[src/rtl/i2c_rf_pkg.sv]
package i2c_rf_pkg;

    localparam int              BYTE_W           = 8;
    localparam logic [6:0]      DEFAULT_DEV_ADDR = 7'h68;
    localparam int              DEFAULT_NUM_REGS = 20;

    typedef enum logic [3:0] {
        ST_IDLE,
        ST_ADDR,
        ST_PTR,
        ST_DATA,
        ST_ACK_ADDR,
        ST_ACK_PTR,
        ST_ACK_DATA,
        ST_TX,
        ST_MACK,
        ST_SKIP
    } tgt_state_t;

    typedef struct packed {
        logic start;
        logic stop;
        logic scl_rise;
        logic scl_fall;
        logic sda;
    } bus_evt_t;

    function automatic logic addr_hit(input logic [BYTE_W-1:0] b, input logic [6:0] dev);
        return b[BYTE_W-1:1] == dev;
    endfunction

endpackage

[src/rtl/i2c_rf_line_sync.sv]
module i2c_rf_line_sync
    import i2c_rf_pkg::*;
#(
    parameter int STAGES = 2
) (
    input  logic     clk,
    input  logic     rst,
    input  logic     scl_in,
    input  logic     sda_in,
    output bus_evt_t evt
);

    logic [STAGES-1:0] scl_q;
    logic [STAGES-1:0] sda_q;
    logic              scl_p;
    logic              sda_p;
    logic              scl_s;
    logic              sda_s;

    always_ff @(posedge clk) begin
        if (rst) begin
            scl_q <= '1;
            sda_q <= '1;
            scl_p <= 1'b1;
            sda_p <= 1'b1;
        end else begin
            scl_q <= {scl_q[STAGES-2:0], scl_in};
            sda_q <= {sda_q[STAGES-2:0], sda_in};
            scl_p <= scl_q[STAGES-1];
            sda_p <= sda_q[STAGES-1];
        end
    end

    assign scl_s = scl_q[STAGES-1];
    assign sda_s = sda_q[STAGES-1];

    always_comb begin
        evt.start    = scl_s & scl_p & sda_p & ~sda_s;
        evt.stop     = scl_s & scl_p & ~sda_p & sda_s;
        evt.scl_rise = scl_s & ~scl_p;
        evt.scl_fall = ~scl_s & scl_p;
        evt.sda      = sda_s;
    end

    initial begin
        assert (STAGES >= 2) else $error("synchronizer needs at least two stages");
    end

endmodule

[src/rtl/i2c_rf_proto.sv]
module i2c_rf_proto
    import i2c_rf_pkg::*;
#(
    parameter int          NUM_REGS = DEFAULT_NUM_REGS,
    parameter logic [6:0]  DEV_ADDR = DEFAULT_DEV_ADDR,
    localparam int         PTR_W    = $clog2(NUM_REGS)
) (
    input  logic              clk,
    input  logic              rst,
    input  logic              pwr_fail,
    input  bus_evt_t          evt,
    input  logic [BYTE_W-1:0] rd_data,
    output logic              sda_oe,
    output logic [PTR_W-1:0]  ptr,
    output logic              wr_en,
    output logic [PTR_W-1:0]  wr_addr,
    output logic [BYTE_W-1:0] wr_data
);

    localparam logic [PTR_W-1:0] LAST_IDX = PTR_W'(NUM_REGS - 1);

    tgt_state_t        state;
    logic [BYTE_W-1:0] rx_sh;
    logic [BYTE_W-1:0] tx_sh;
    logic [3:0]        bit_cnt;
    logic              is_read;
    logic              nack;

    function automatic logic [PTR_W-1:0] step(input logic [PTR_W-1:0] p);
        return (p == LAST_IDX) ? '0 : p + 1'b1;
    endfunction

    always_ff @(posedge clk) begin
        if (rst) begin
            state   <= ST_IDLE;
            rx_sh   <= '0;
            tx_sh   <= '0;
            bit_cnt <= '0;
            is_read <= 1'b0;
            nack    <= 1'b0;
            sda_oe  <= 1'b0;
            ptr     <= '0;
            wr_en   <= 1'b0;
            wr_addr <= '0;
            wr_data <= '0;
        end else begin
            wr_en <= 1'b0;
            if (pwr_fail) begin
                state   <= ST_IDLE;
                sda_oe  <= 1'b0;
                ptr     <= '0;
                bit_cnt <= '0;
            end else if (evt.start) begin
                state   <= ST_ADDR;
                bit_cnt <= '0;
                sda_oe  <= 1'b0;
            end else if (evt.stop) begin
                state  <= ST_IDLE;
                sda_oe <= 1'b0;
            end else begin
                unique case (state)
                    ST_ADDR, ST_PTR, ST_DATA: begin
                        if (evt.scl_rise) begin
                            rx_sh   <= {rx_sh[BYTE_W-2:0], evt.sda};
                            bit_cnt <= bit_cnt + 4'd1;
                        end else if (evt.scl_fall && bit_cnt == 4'd8) begin
                            bit_cnt <= '0;
                            if (state == ST_ADDR) begin
                                if (addr_hit(rx_sh, DEV_ADDR)) begin
                                    is_read <= rx_sh[0];
                                    sda_oe  <= 1'b1;
                                    state   <= ST_ACK_ADDR;
                                end else begin
                                    state <= ST_SKIP;
                                end
                            end else if (state == ST_PTR) begin
                                ptr    <= (int'(rx_sh) < NUM_REGS) ? rx_sh[PTR_W-1:0] : '0;
                                sda_oe <= 1'b1;
                                state  <= ST_ACK_PTR;
                            end else begin
                                wr_en   <= 1'b1;
                                wr_addr <= ptr;
                                wr_data <= rx_sh;
                                ptr     <= step(ptr);
                                sda_oe  <= 1'b1;
                                state   <= ST_ACK_DATA;
                            end
                        end
                    end
                    ST_ACK_ADDR: begin
                        if (evt.scl_fall) begin
                            if (is_read) begin
                                tx_sh   <= rd_data;
                                sda_oe  <= ~rd_data[BYTE_W-1];
                                bit_cnt <= '0;
                                state   <= ST_TX;
                            end else begin
                                sda_oe <= 1'b0;
                                state  <= ST_PTR;
                            end
                        end
                    end
                    ST_ACK_PTR, ST_ACK_DATA: begin
                        if (evt.scl_fall) begin
                            sda_oe <= 1'b0;
                            state  <= ST_DATA;
                        end
                    end
                    ST_TX: begin
                        if (evt.scl_fall) begin
                            if (bit_cnt == 4'd7) begin
                                sda_oe <= 1'b0;
                                ptr    <= step(ptr);
                                state  <= ST_MACK;
                            end else begin
                                tx_sh   <= {tx_sh[BYTE_W-2:0], 1'b0};
                                sda_oe  <= ~tx_sh[BYTE_W-2];
                                bit_cnt <= bit_cnt + 4'd1;
                            end
                        end
                    end
                    ST_MACK: begin
                        if (evt.scl_rise) begin
                            nack <= evt.sda;
                        end else if (evt.scl_fall) begin
                            if (nack) begin
                                state <= ST_SKIP;
                            end else begin
                                tx_sh   <= rd_data;
                                sda_oe  <= ~rd_data[BYTE_W-1];
                                bit_cnt <= '0;
                                state   <= ST_TX;
                            end
                        end
                    end
                    default: begin
                        sda_oe <= 1'b0;
                    end
                endcase
            end
        end
    end

    AST_ACK_ONLY_MATCH: assert property (@(posedge clk) disable iff (rst)
        ($rose(sda_oe) && state == ST_ACK_ADDR) |-> addr_hit(rx_sh, DEV_ADDR))
        else $error("address ACK without match");
    AST_WRITE_WITH_ACK: assert property (@(posedge clk) disable iff (rst)
        wr_en |-> (sda_oe && state == ST_ACK_DATA))
        else $error("write outside a data ACK");
    AST_PTR_RANGE: assert property (@(posedge clk) disable iff (rst)
        ptr <= LAST_IDX)
        else $error("pointer out of range");
    AST_QUIET_STATES: assert property (@(posedge clk) disable iff (rst)
        (state == ST_IDLE || state == ST_SKIP || state == ST_MACK) |-> !sda_oe)
        else $error("SDA driven while not allowed");
    AST_PF_ABORT: assert property (@(posedge clk) disable iff (rst)
        $past(pwr_fail) |-> (ptr == '0 && !sda_oe && state == ST_IDLE))
        else $error("power fail did not abort");
    AST_PF_NO_WRITE: assert property (@(posedge clk) disable iff (rst)
        $past(pwr_fail) |-> !wr_en)
        else $error("write during power fail");

endmodule

[src/rtl/i2c_rf_store.sv]
module i2c_rf_store
    import i2c_rf_pkg::*;
#(
    parameter int  NUM_REGS = DEFAULT_NUM_REGS,
    localparam int PTR_W    = $clog2(NUM_REGS)
) (
    input  logic              clk,
    input  logic              rst,
    input  logic              wr_en,
    input  logic [PTR_W-1:0]  wr_addr,
    input  logic [BYTE_W-1:0] wr_data,
    input  logic              host_we,
    input  logic [PTR_W-1:0]  host_addr,
    input  logic [BYTE_W-1:0] host_wdata,
    input  logic [PTR_W-1:0]  rd_addr,
    output logic [BYTE_W-1:0] rd_data,
    output logic [BYTE_W-1:0] host_rdata
);

    logic [BYTE_W-1:0] mem [NUM_REGS];

    for (genvar g = 0; g < NUM_REGS; g++) begin : g_reg
        always_ff @(posedge clk) begin
            if (rst) begin
                mem[g] <= '0;
            end else if (wr_en && int'(wr_addr) == g) begin
                mem[g] <= wr_data;
            end else if (host_we && int'(host_addr) == g) begin
                mem[g] <= host_wdata;
            end
        end
    end

    assign rd_data    = (int'(rd_addr) < NUM_REGS) ? mem[rd_addr] : '0;
    assign host_rdata = (int'(host_addr) < NUM_REGS) ? mem[host_addr] : '0;

    AST_BUS_WRITE_LANDS: assert property (@(posedge clk) disable iff (rst)
        wr_en |=> (mem[$past(wr_addr)] == $past(wr_data)))
        else $error("bus write lost");

endmodule

[src/rtl/i2c_regfile_target.sv]
module i2c_regfile_target
    import i2c_rf_pkg::*;
#(
    parameter logic [6:0] DEV_ADDR    = DEFAULT_DEV_ADDR,
    parameter int         NUM_REGS    = DEFAULT_NUM_REGS,
    parameter int         SYNC_STAGES = 2,
    localparam int        PTR_W       = $clog2(NUM_REGS)
) (
    input  logic              clk,
    input  logic              rst,
    input  logic              pwr_fail,
    input  logic              scl_in,
    input  logic              sda_in,
    output logic              sda_oe,
    input  logic              host_we,
    input  logic [PTR_W-1:0]  host_addr,
    input  logic [BYTE_W-1:0] host_wdata,
    output logic [BYTE_W-1:0] host_rdata
);

    bus_evt_t          evt;
    logic [PTR_W-1:0]  ptr;
    logic              wr_en;
    logic [PTR_W-1:0]  wr_addr;
    logic [BYTE_W-1:0] wr_data;
    logic [BYTE_W-1:0] rd_data;

    i2c_rf_line_sync #(.STAGES(SYNC_STAGES)) u_sync (
        .clk    (clk),
        .rst    (rst),
        .scl_in (scl_in),
        .sda_in (sda_in),
        .evt    (evt)
    );

    i2c_rf_proto #(.NUM_REGS(NUM_REGS), .DEV_ADDR(DEV_ADDR)) u_proto (
        .clk      (clk),
        .rst      (rst),
        .pwr_fail (pwr_fail),
        .evt      (evt),
        .rd_data  (rd_data),
        .sda_oe   (sda_oe),
        .ptr      (ptr),
        .wr_en    (wr_en),
        .wr_addr  (wr_addr),
        .wr_data  (wr_data)
    );

    i2c_rf_store #(.NUM_REGS(NUM_REGS)) u_store (
        .clk        (clk),
        .rst        (rst),
        .wr_en      (wr_en),
        .wr_addr    (wr_addr),
        .wr_data    (wr_data),
        .host_we    (host_we),
        .host_addr  (host_addr),
        .host_wdata (host_wdata),
        .rd_addr    (ptr),
        .rd_data    (rd_data),
        .host_rdata (host_rdata)
    );

    AST_RESET_RELEASE: assert property (@(posedge clk)
        $past(rst) |-> !sda_oe)
        else $error("SDA driven after reset");

endmodule

[config.mk]
export PLATFORM = sky130hd
export DESIGN_NAME = i2c_regfile_target
export DESIGN_NICKNAME = d
export VERILOG_FILES = /design/src/rtl/i2c_rf_pkg.sv /design/src/rtl/i2c_rf_line_sync.sv /design/src/rtl/i2c_rf_proto.sv /design/src/rtl/i2c_rf_store.sv /design/src/rtl/i2c_regfile_target.sv
export SDC_FILE = /design/constraint.sdc
export NUM_CORES = 1
export LEC_CHECK = 0
export BUFFER_PORTS_ARGS = -buffer_cell sky130_fd_sc_hd__clkbuf_2
export CORE_MARGIN = 2
export CORE_UTILIZATION = 55
export DETAILED_ROUTE_END_ITERATION = 8
export PLACE_DENSITY = 0.84
export SLEW_MARGIN = 25
export SYNTH_ARGS = -nofsm -noshare
export SYNTH_HDL_FRONTEND = slang
export SYNTH_SLANG_ARGS = --single-unit
[constraint.sdc]
create_clock -name clk -period 2.71 [get_ports clk]
set_input_delay 0.542 -clock clk [delete_from_list [all_inputs] [get_ports clk]]
set_output_delay 0.542 -clock clk [all_outputs]
set_load 0.02 [all_outputs]
==> results of run 1 <==
[timing repair]
item | CTS | global route
setup buffers | 5 | 3
pin swaps | 2 | 1
gates resized for setup | 19 | 8
gates cloned | 1 | 0
endpoints found under the hold margin | 0 | 0
endpoints found under the setup margin | 8 | 8
[placed cells by master (no fill, tap or decap), types with 5 or more instances in the layout]
cell type,instances
dfxtp_1,55
a22o_1,161
a211oi_1,5
nor3_1,28
nor3_2,5
nor2b_1,10
a21oi_1,12
mux4_2,88
nand4b_1,5
nand4_1,11
or3_1,8
nand3b_1,5
nand2b_1,10
a22oi_1,6
buf_4,50
a211o_1,12
and2_1,8
nand2_1,25
clkbuf_2,20
edfxtp_1,160
or2_2,8
o22ai_1,6
o21ai_1,7
nand3_1,21
and3_1,8
clkbuf_1,5
mux2i_1,39
o21ai_0,12
inv_1,13
o221a_1,5
clkbuf_16,24
clkbuf_8,5
nor2_1,72
inv_2,6
[metal layers]
layer  up-vias  track usage, %  part of all wire, %
met2       844            49.5                   46
met3       135            9.05                   15
met1      4679            41.4                   35
met4         0            9.48                  4.2
met5         -            1.04                    0
li1       3995               -                    -
[cells in the mapped netlist, types with 4 or more instances]
library cell and number:
a22o_1 161, edfxtp_1 160, mux4_2 88, nor2_1 72, clkbuf_1 69, dfxtp_1 56, mux2i_1 39, nor3_1 29
nand2_1 25, nand3_1 21, inv_1 19, buf_2 14, a211o_1 12, a21oi_1 12, o21ai_0 12, nand4_1 11
nand2b_1 10, nor2b_1 10, o21ai_1 10, and2_1 8, and3_1 8, or2_2 8, or3_1 8, buf_1 7
a22oi_1 6, o22ai_1 6, a211oi_1 5, nand3b_1 5, nand4b_1 5, o221a_1 5, a311o_1 4, buf_6 4
nor3_2 4, nor3b_1 4, o211ai_1 4
[state kept, by name, summed over array words and instances, names as in the netlist, named ones only]
register / cells
u_sync.sda_p: 1
u_proto.ptr: 5
u_store.mem: 160
u_proto.sda_oe: 1
u_sync.sda_q: 2
u_sync.scl_p: 1
u_proto.bit_cnt: 4
u_sync.scl_q: 2
u_proto.wr_addr: 5
u_proto.is_read: 1
u_proto.wr_en: 1
u_proto.nack: 1
u_proto.wr_data: 8
u_proto.tx_sh: 7
u_proto.state: 4
u_proto.rx_sh: 8
[worst paths after layout]
check | startpoint | to | slack (ns)
setup / recovery | u_store.mem[15][4]$_DFFE_PP_ | host_rdata[4] | -0.18
hold / removal | sda_in | u_sync.sda_q[0]$_SDFF_PP1_ | 0.21
setup reg to reg | u_proto.wr_addr[2]$_SDFFE_PP0P_ | u_store.mem[16][5]$_SDFFCE_PN0P_ | 0.36
hold reg to reg | u_sync.scl_q[0]$_SDFF_PP1_ | u_sync.scl_q[1]$_SDFF_PP1_ | 0.41
[worst max-delay path, cell delays in order (launching register included)]
cell	delay [ns]
edfxtp_1	0.43
mux4_2	0.52
mux4_2	0.57
inv_2	0.09
o21ai_2	0.06
clkbuf_8	0.16
[layout make-up]
cell class | instances | area, um^2
Clock buffer | 32 | 652
Clock inverter | 6 | 78.8
Timing Repair Buffer | 81 | 658
Fill cell | 1544 | 8250
Inverter | 19 | 71.3
Multi-Input combinational cell | 646 | 5980
Tap cell | 280 | 350
Sequential cell | 216 | 5930
[power groups by stage]
stage / Sequential (uW) / Combinational [uW] / Clock (uW)
after floorplan: 3800 / 421 / 0
final: 3820 / 650 / 3160
after detailed placement: 3870 / 595 / 0
after global routing: 3820 / 671 / 3290
after CTS: 3800 / 627 / 3130
after global placement: 3860 / 576 / 0
[logic make-up after synthesis]
kind of cell,after synthesis
mux,129
xor+xnor,3
simple gates,247
buf+inv,113
flops,216
fa+ha+maj,3
compound gates,264
[through the flow]
step | area [um^2] | power [uW]
after floorplan | 12400 | 4220
after global placement | 12800 | 4440
after detailed placement | 12800 | 4470
after CTS | 13700 | 7560
after global routing | 13700 | 7780
final | 13700 | 7630
==> flow_summary.json, run 1 <==
{
  "period_needed_ns": 2.89,
  "relSlewSlack_pct": 23.1,
  "synthSimpleGateAreaFrac_pct": 10.8,
  "synth-compound-area-share_pct": 17.5,
  "pwr-share-seq_pct": 50.1,
  "setup_viol": 8,
  "die_w_um": 154,
  "hold_path_depth": 2,
  "synth_area_leaders": "edfxtp_1, mux4_2, a22o_1, dfxtp_1, mux2i_1",
  "internal-power_uw": 5840,
  "clk_pin_slew_ns": 0.06,
  "drive_gt1_share_pct": 23.5,
  "synth_xor_area_share_pct": 0.213,
  "holdWs_ns": 0.208,
  "cp.required_ns": 2.17,
  "synth-adder-area-share_pct": 0.304,
  "die_area_um2": 23700,
  "drv_cap": 0,
  "vias": 9653,
  "cts_hold_repair.buffers": 0,
  "p_switching_uw": 1790,
  "finalNetCount": 1009,
  "grt_remaining_overflow": 0,
  "die_h_um": 154,
  "ios": 28,
  "antenna_found_initial": 0,
  "clk_latency_ns": 0.52,
  "max_freq_mhz": 347,
  "tns_ns": -0.919,
  "synth_seq_cells": 216,
  "pwr-share-comb_pct": 8.5,
  "io_buffers": 27,
  "endpoint_kind": "output port",
  "dp_cells": 1233,
  "setup_ws_ns": -0.175,
  "cts_tree": "done",
  "async_flop_share_pct": 0,
  "status": "complete, but fails checks",
  "synth_fp_nets": 997,
  "synth_largest_type_area_fraction_pct": 38.9,
  "clockRootBuffer": "clkbuf_16",
  "ir_drop_mv": 0.502,
  "yosysSeqAreaShare_pct": 48.0,
  "rsz0062_at_grt": "yes",
  "drc": 0,
  "synth_edf_count": 160,
  "final_max_slew_viol_count": 0,
  "num_rows": 54,
  "first_pass_iters": 7,
  "synthMuxAreaShare_pct": 19.4,
  "gp_congestion": 0.996,
  "finClkSkew_ns": 0.00743,
  "areaGrowthSynthToFinish_pct": 11.0,
  "vias_per_cell": 7.54,
  "dpl.hpwl_um": 26200,
  "crit_fanout": 2,
  "period_share_pct": 106,
  "p_leak_uw": 0.00477,
  "numCtsBuffers": 23,
  "hold_path.class": "in2reg",
  "syn_area_per_cell_um2": 12.7,
  "cts_sinks": 216,
  "reg2reg_depth": 5,
  "grt_usage_pct": 31.0,
  "synthCells": 975,
  "start_kind": "flop",
  "post-route-util_pct": 62.5,
  "yosys.area.top_type": "edfxtp_1",
  "wire_per_inst_um": 28.8,
  "hold_viol_final": 0,
  "antenna_left": 0,
  "ys_types": 73,
  "violations": "setup timing",
  "grt_pass1_wl_um": 55800,
  "path_class": "reg2out",
  "worst_pin_slew_ns": 1.15,
  "antenna_cells": 0,
  "synth_top_family_by_area": "multiplexers",
  "p_sw_share_pct": 23.5,
  "dr.first_iter.drc_count": 1484,
  "grt_max_degree": 54,
  "cp_data_arrival_time_ns": 2.34,
  "dp_slack_ns": -0.135,
  "grt_pass1_vias": 9184,
  "p_per_area_nw_per_um2": 556,
  "ys.flop_type": "edfxtp_1",
  "clock_path_buffers": 3,
  "coreArea_um2": 22000,
  "drt_wl_total_um": 36900,
  "syn_area_um2": 12400,
  "final_cell_count_no_fill": 1280,
  "htree_levels": 1,
  "yosysWarningCount": 0,
  "clock_power_share_pct": 41.4,
  "initial_utilization_pct": 56.3
}
Power figures use the tool's default switching activity.
==> run 2: changes to the inputs <==
Settings changed: ABC_CLOCK_PERIOD_IN_PS set to 2710, CELL_PAD_IN_SITES_DETAIL_PLACEMENT set to 0, CELL_PAD_IN_SITES_GLOBAL_PLACEMENT set to 1, CORE_UTILIZATION 55 to 48, PLACE_DENSITY 0.84 to 0.87.
==> run 2 against run 1 <==
Effect of this change: the flow still finishes with violations (setup timing); combinational power is 2% lower; core utilization is 7.5 points lower; final cell count is 5.1% higher; register-to-register slack hardly changed; worst setup slack worse by 0.012 ns; worst hold slack worse by 0.0034 ns; clock power is 5% higher; die area is 14% higher; flip-flop and latch count stayed put; sequential power hardly changed.
==> flow_summary.json, run 2 (same netlist as run 1, synthesis figures left out) <==
{
  "status": "complete, but fails checks",
  "violations": "setup timing",
  "reg2reg_depth": 4,
  "coreArea_um2": 25300,
  "period_share_pct": 107,
  "start_kind": "flop",
  "rsz0062_at_grt": "yes",
  "hold_path.class": "in2reg",
  "ir_drop_mv": 0.538,
  "max_freq_mhz": 345,
  "gp_congestion": 0.963,
  "dpl.hpwl_um": 26600,
  "top_regs": "u_store.mem: 160 flops, u_proto.rx_sh: 8 flops, u_proto.wr_data: 8 flops",
  "vias_per_cell": 7.04,
  "grt_max_degree": 54,
  "vias": 9464,
  "internal-power_uw": 5910,
  "layout_common_cells": "a22o_1, edfxtp_1, mux4_2, nor2_1, buf_4",
  "io_buffers": 27,
  "period_needed_ns": 2.90,
  "dr.first_iter.drc_count": 1664,
  "worst_pin_slew_ns": 1.02,
  "finalNetCount": 1019,
  "setup_ws_ns": -0.188,
  "die_area_um2": 27000,
  "drv_cap": 0,
  "regMostFlops": "u_store.mem",
  "cts_tree": "done",
  "antenna_cells": 0,
  "gr-max-usage-layer": "met2",
  "hold_path_depth": 2,
  "drt_wl_total_um": 36800,
  "grt_usage_pct": 27.6,
  "wire_per_inst_um": 27.3,
  "num_rows": 58,
  "clockRootBuffer": "clkbuf_16",
  "crit_fanout": 2,
  "first_pass_iters": 5,
  "numCtsBuffers": 25,
  "relSlewSlack_pct": 32.1,
  "clk_latency_ns": 0.53,
  "die_w_um": 164,
  "grt_use_met2_pct": 41.5,
  "clock_power_share_pct": 42.7,
  "clock_path_buffers": 3,
  "grt_pass1_wl_um": 55500,
  "endpoint_kind": "output port",
  "final_cell_area_um2": 13900,
  "finClkSkew_ns": 0.0207,
  "largest_reg_flops": 160,
  "die_h_um": 164,
  "final_max_slew_viol_count": 0,
  "ios": 28,
  "p_switching_uw": 1870,
  "path_class": "reg2out",
  "setup_viol": 8,
  "initial_utilization_pct": 48.9,
  "hold_viol_final": 0,
  "antenna_left": 0,
  "cp_data_arrival_time_ns": 2.36,
  "p_leak_uw": 0.00483,
  "dp_slack_ns": -0.164,
  "drc": 0,
  "grt_remaining_overflow": 0,
  "placed_area_um2": 13000,
  "met1_usage_pct": 39.9,
  "pwr-share-seq_pct": 49.1,
  "cp.required_ns": 2.17,
  "p_sw_share_pct": 24.0,
  "p_per_area_nw_per_um2": 561,
  "pwr-share-comb_pct": 8.2,
  "clk_pin_slew_ns": 0.06,
  "grt_pass1_vias": 8726,
  "cts_sinks": 216,
  "areaGrowthSynthToFinish_pct": 12.2,
  "layout_commonest_cell": "a22o_1",
  "drive_gt1_share_pct": 24.6,
  "antenna_found_initial": 0,
  "gr-usage-met3_pct": 5.22,
  "htree_levels": 1,
  "power_uw": 7780
}
run 2: cell types whose count changed in the layout (fill, tap and decap cells not counted), sizes merged:
cell and delta:
inv -1, clkbuf -1, bufinv -1, clkinvlp +3, clkinv +5, buf +10
run 2: worst paths after layout:
path,start,to,slack [ns]
setup / recovery,u_store.mem[3][3]$_DFFE_PP_,host_rdata[3],-0.19
hold / removal,sda_in,u_sync.sda_q[0]$_SDFF_PP1_,0.20
setup reg to reg,u_proto.wr_addr[4]$_SDFFE_PP0P_,u_store.mem[3][6]$_DFFE_PP_,0.37
hold reg to reg,u_sync.scl_q[0]$_SDFF_PP1_,u_sync.scl_q[1]$_SDFF_PP1_,0.41
run 2: power by group through the flow:
stage,clock network [uW],logic [uW],registers (uW)
after CTS,3320,620,3800
after detailed placement,0,602,3870
final,3320,639,3820
after floorplan,0,421,3800
after global routing,3470,666,3820
after global placement,0,587,3870
run 2: worst max-delay path, cell delays in order, from the launching register on:
cell and delay (ns):
edfxtp_1 0.46, mux4_2 0.52, mux4_2 0.55, inv_2 0.08, o21ai_2 0.07, clkbuf_8 0.15
run 2: stage by stage:
stage               instances  setup TNS [ns]  hold slack [ns]  util [%]
floorplan                 975               0            0.389         -
global placement         1294          -0.676            0.394      51.3
detailed placement       1294          -0.981            0.396      51.3
CTS                      1344          -0.952            0.199      54.8
global route             1345           -1.16            0.201      54.9
finish                   1345          -0.985            0.204      54.9
run 2: cell type report:
type                            count  area [um^2]
Clock inverter                     12         97.6
Clock buffer                       33          708
Sequential cell                   216         5930
Timing Repair Buffer               89          672
Tap cell                          330          413
Fill cell                        2059        11400
Inverter                           19         71.3
Multi-Input combinational cell    646         5980
run 2: timing repair:
item / in CTS / in global routing
buffers inserted: 4 / 1
pin swaps: 0 / 1
hold buffers: 0 / 0
gates cloned: 1 / 0
endpoints found under the setup margin: 8 / 8
gates resized for setup: 8 / 15
run 2: routing by layer:
| layer | wire length (um) | share of wire [%] | vias to the layer above |
|---|---|---|---|
| met5 | 0 | 0 | - |
| met4 | 1780 | 4.8 | 0 |
| met3 | 4680 | 13 | 91 |
| met2 | 16200 | 44 | 708 |
| met1 | 14100 | 38 | 4647 |
| li1 | - | - | 4018 |
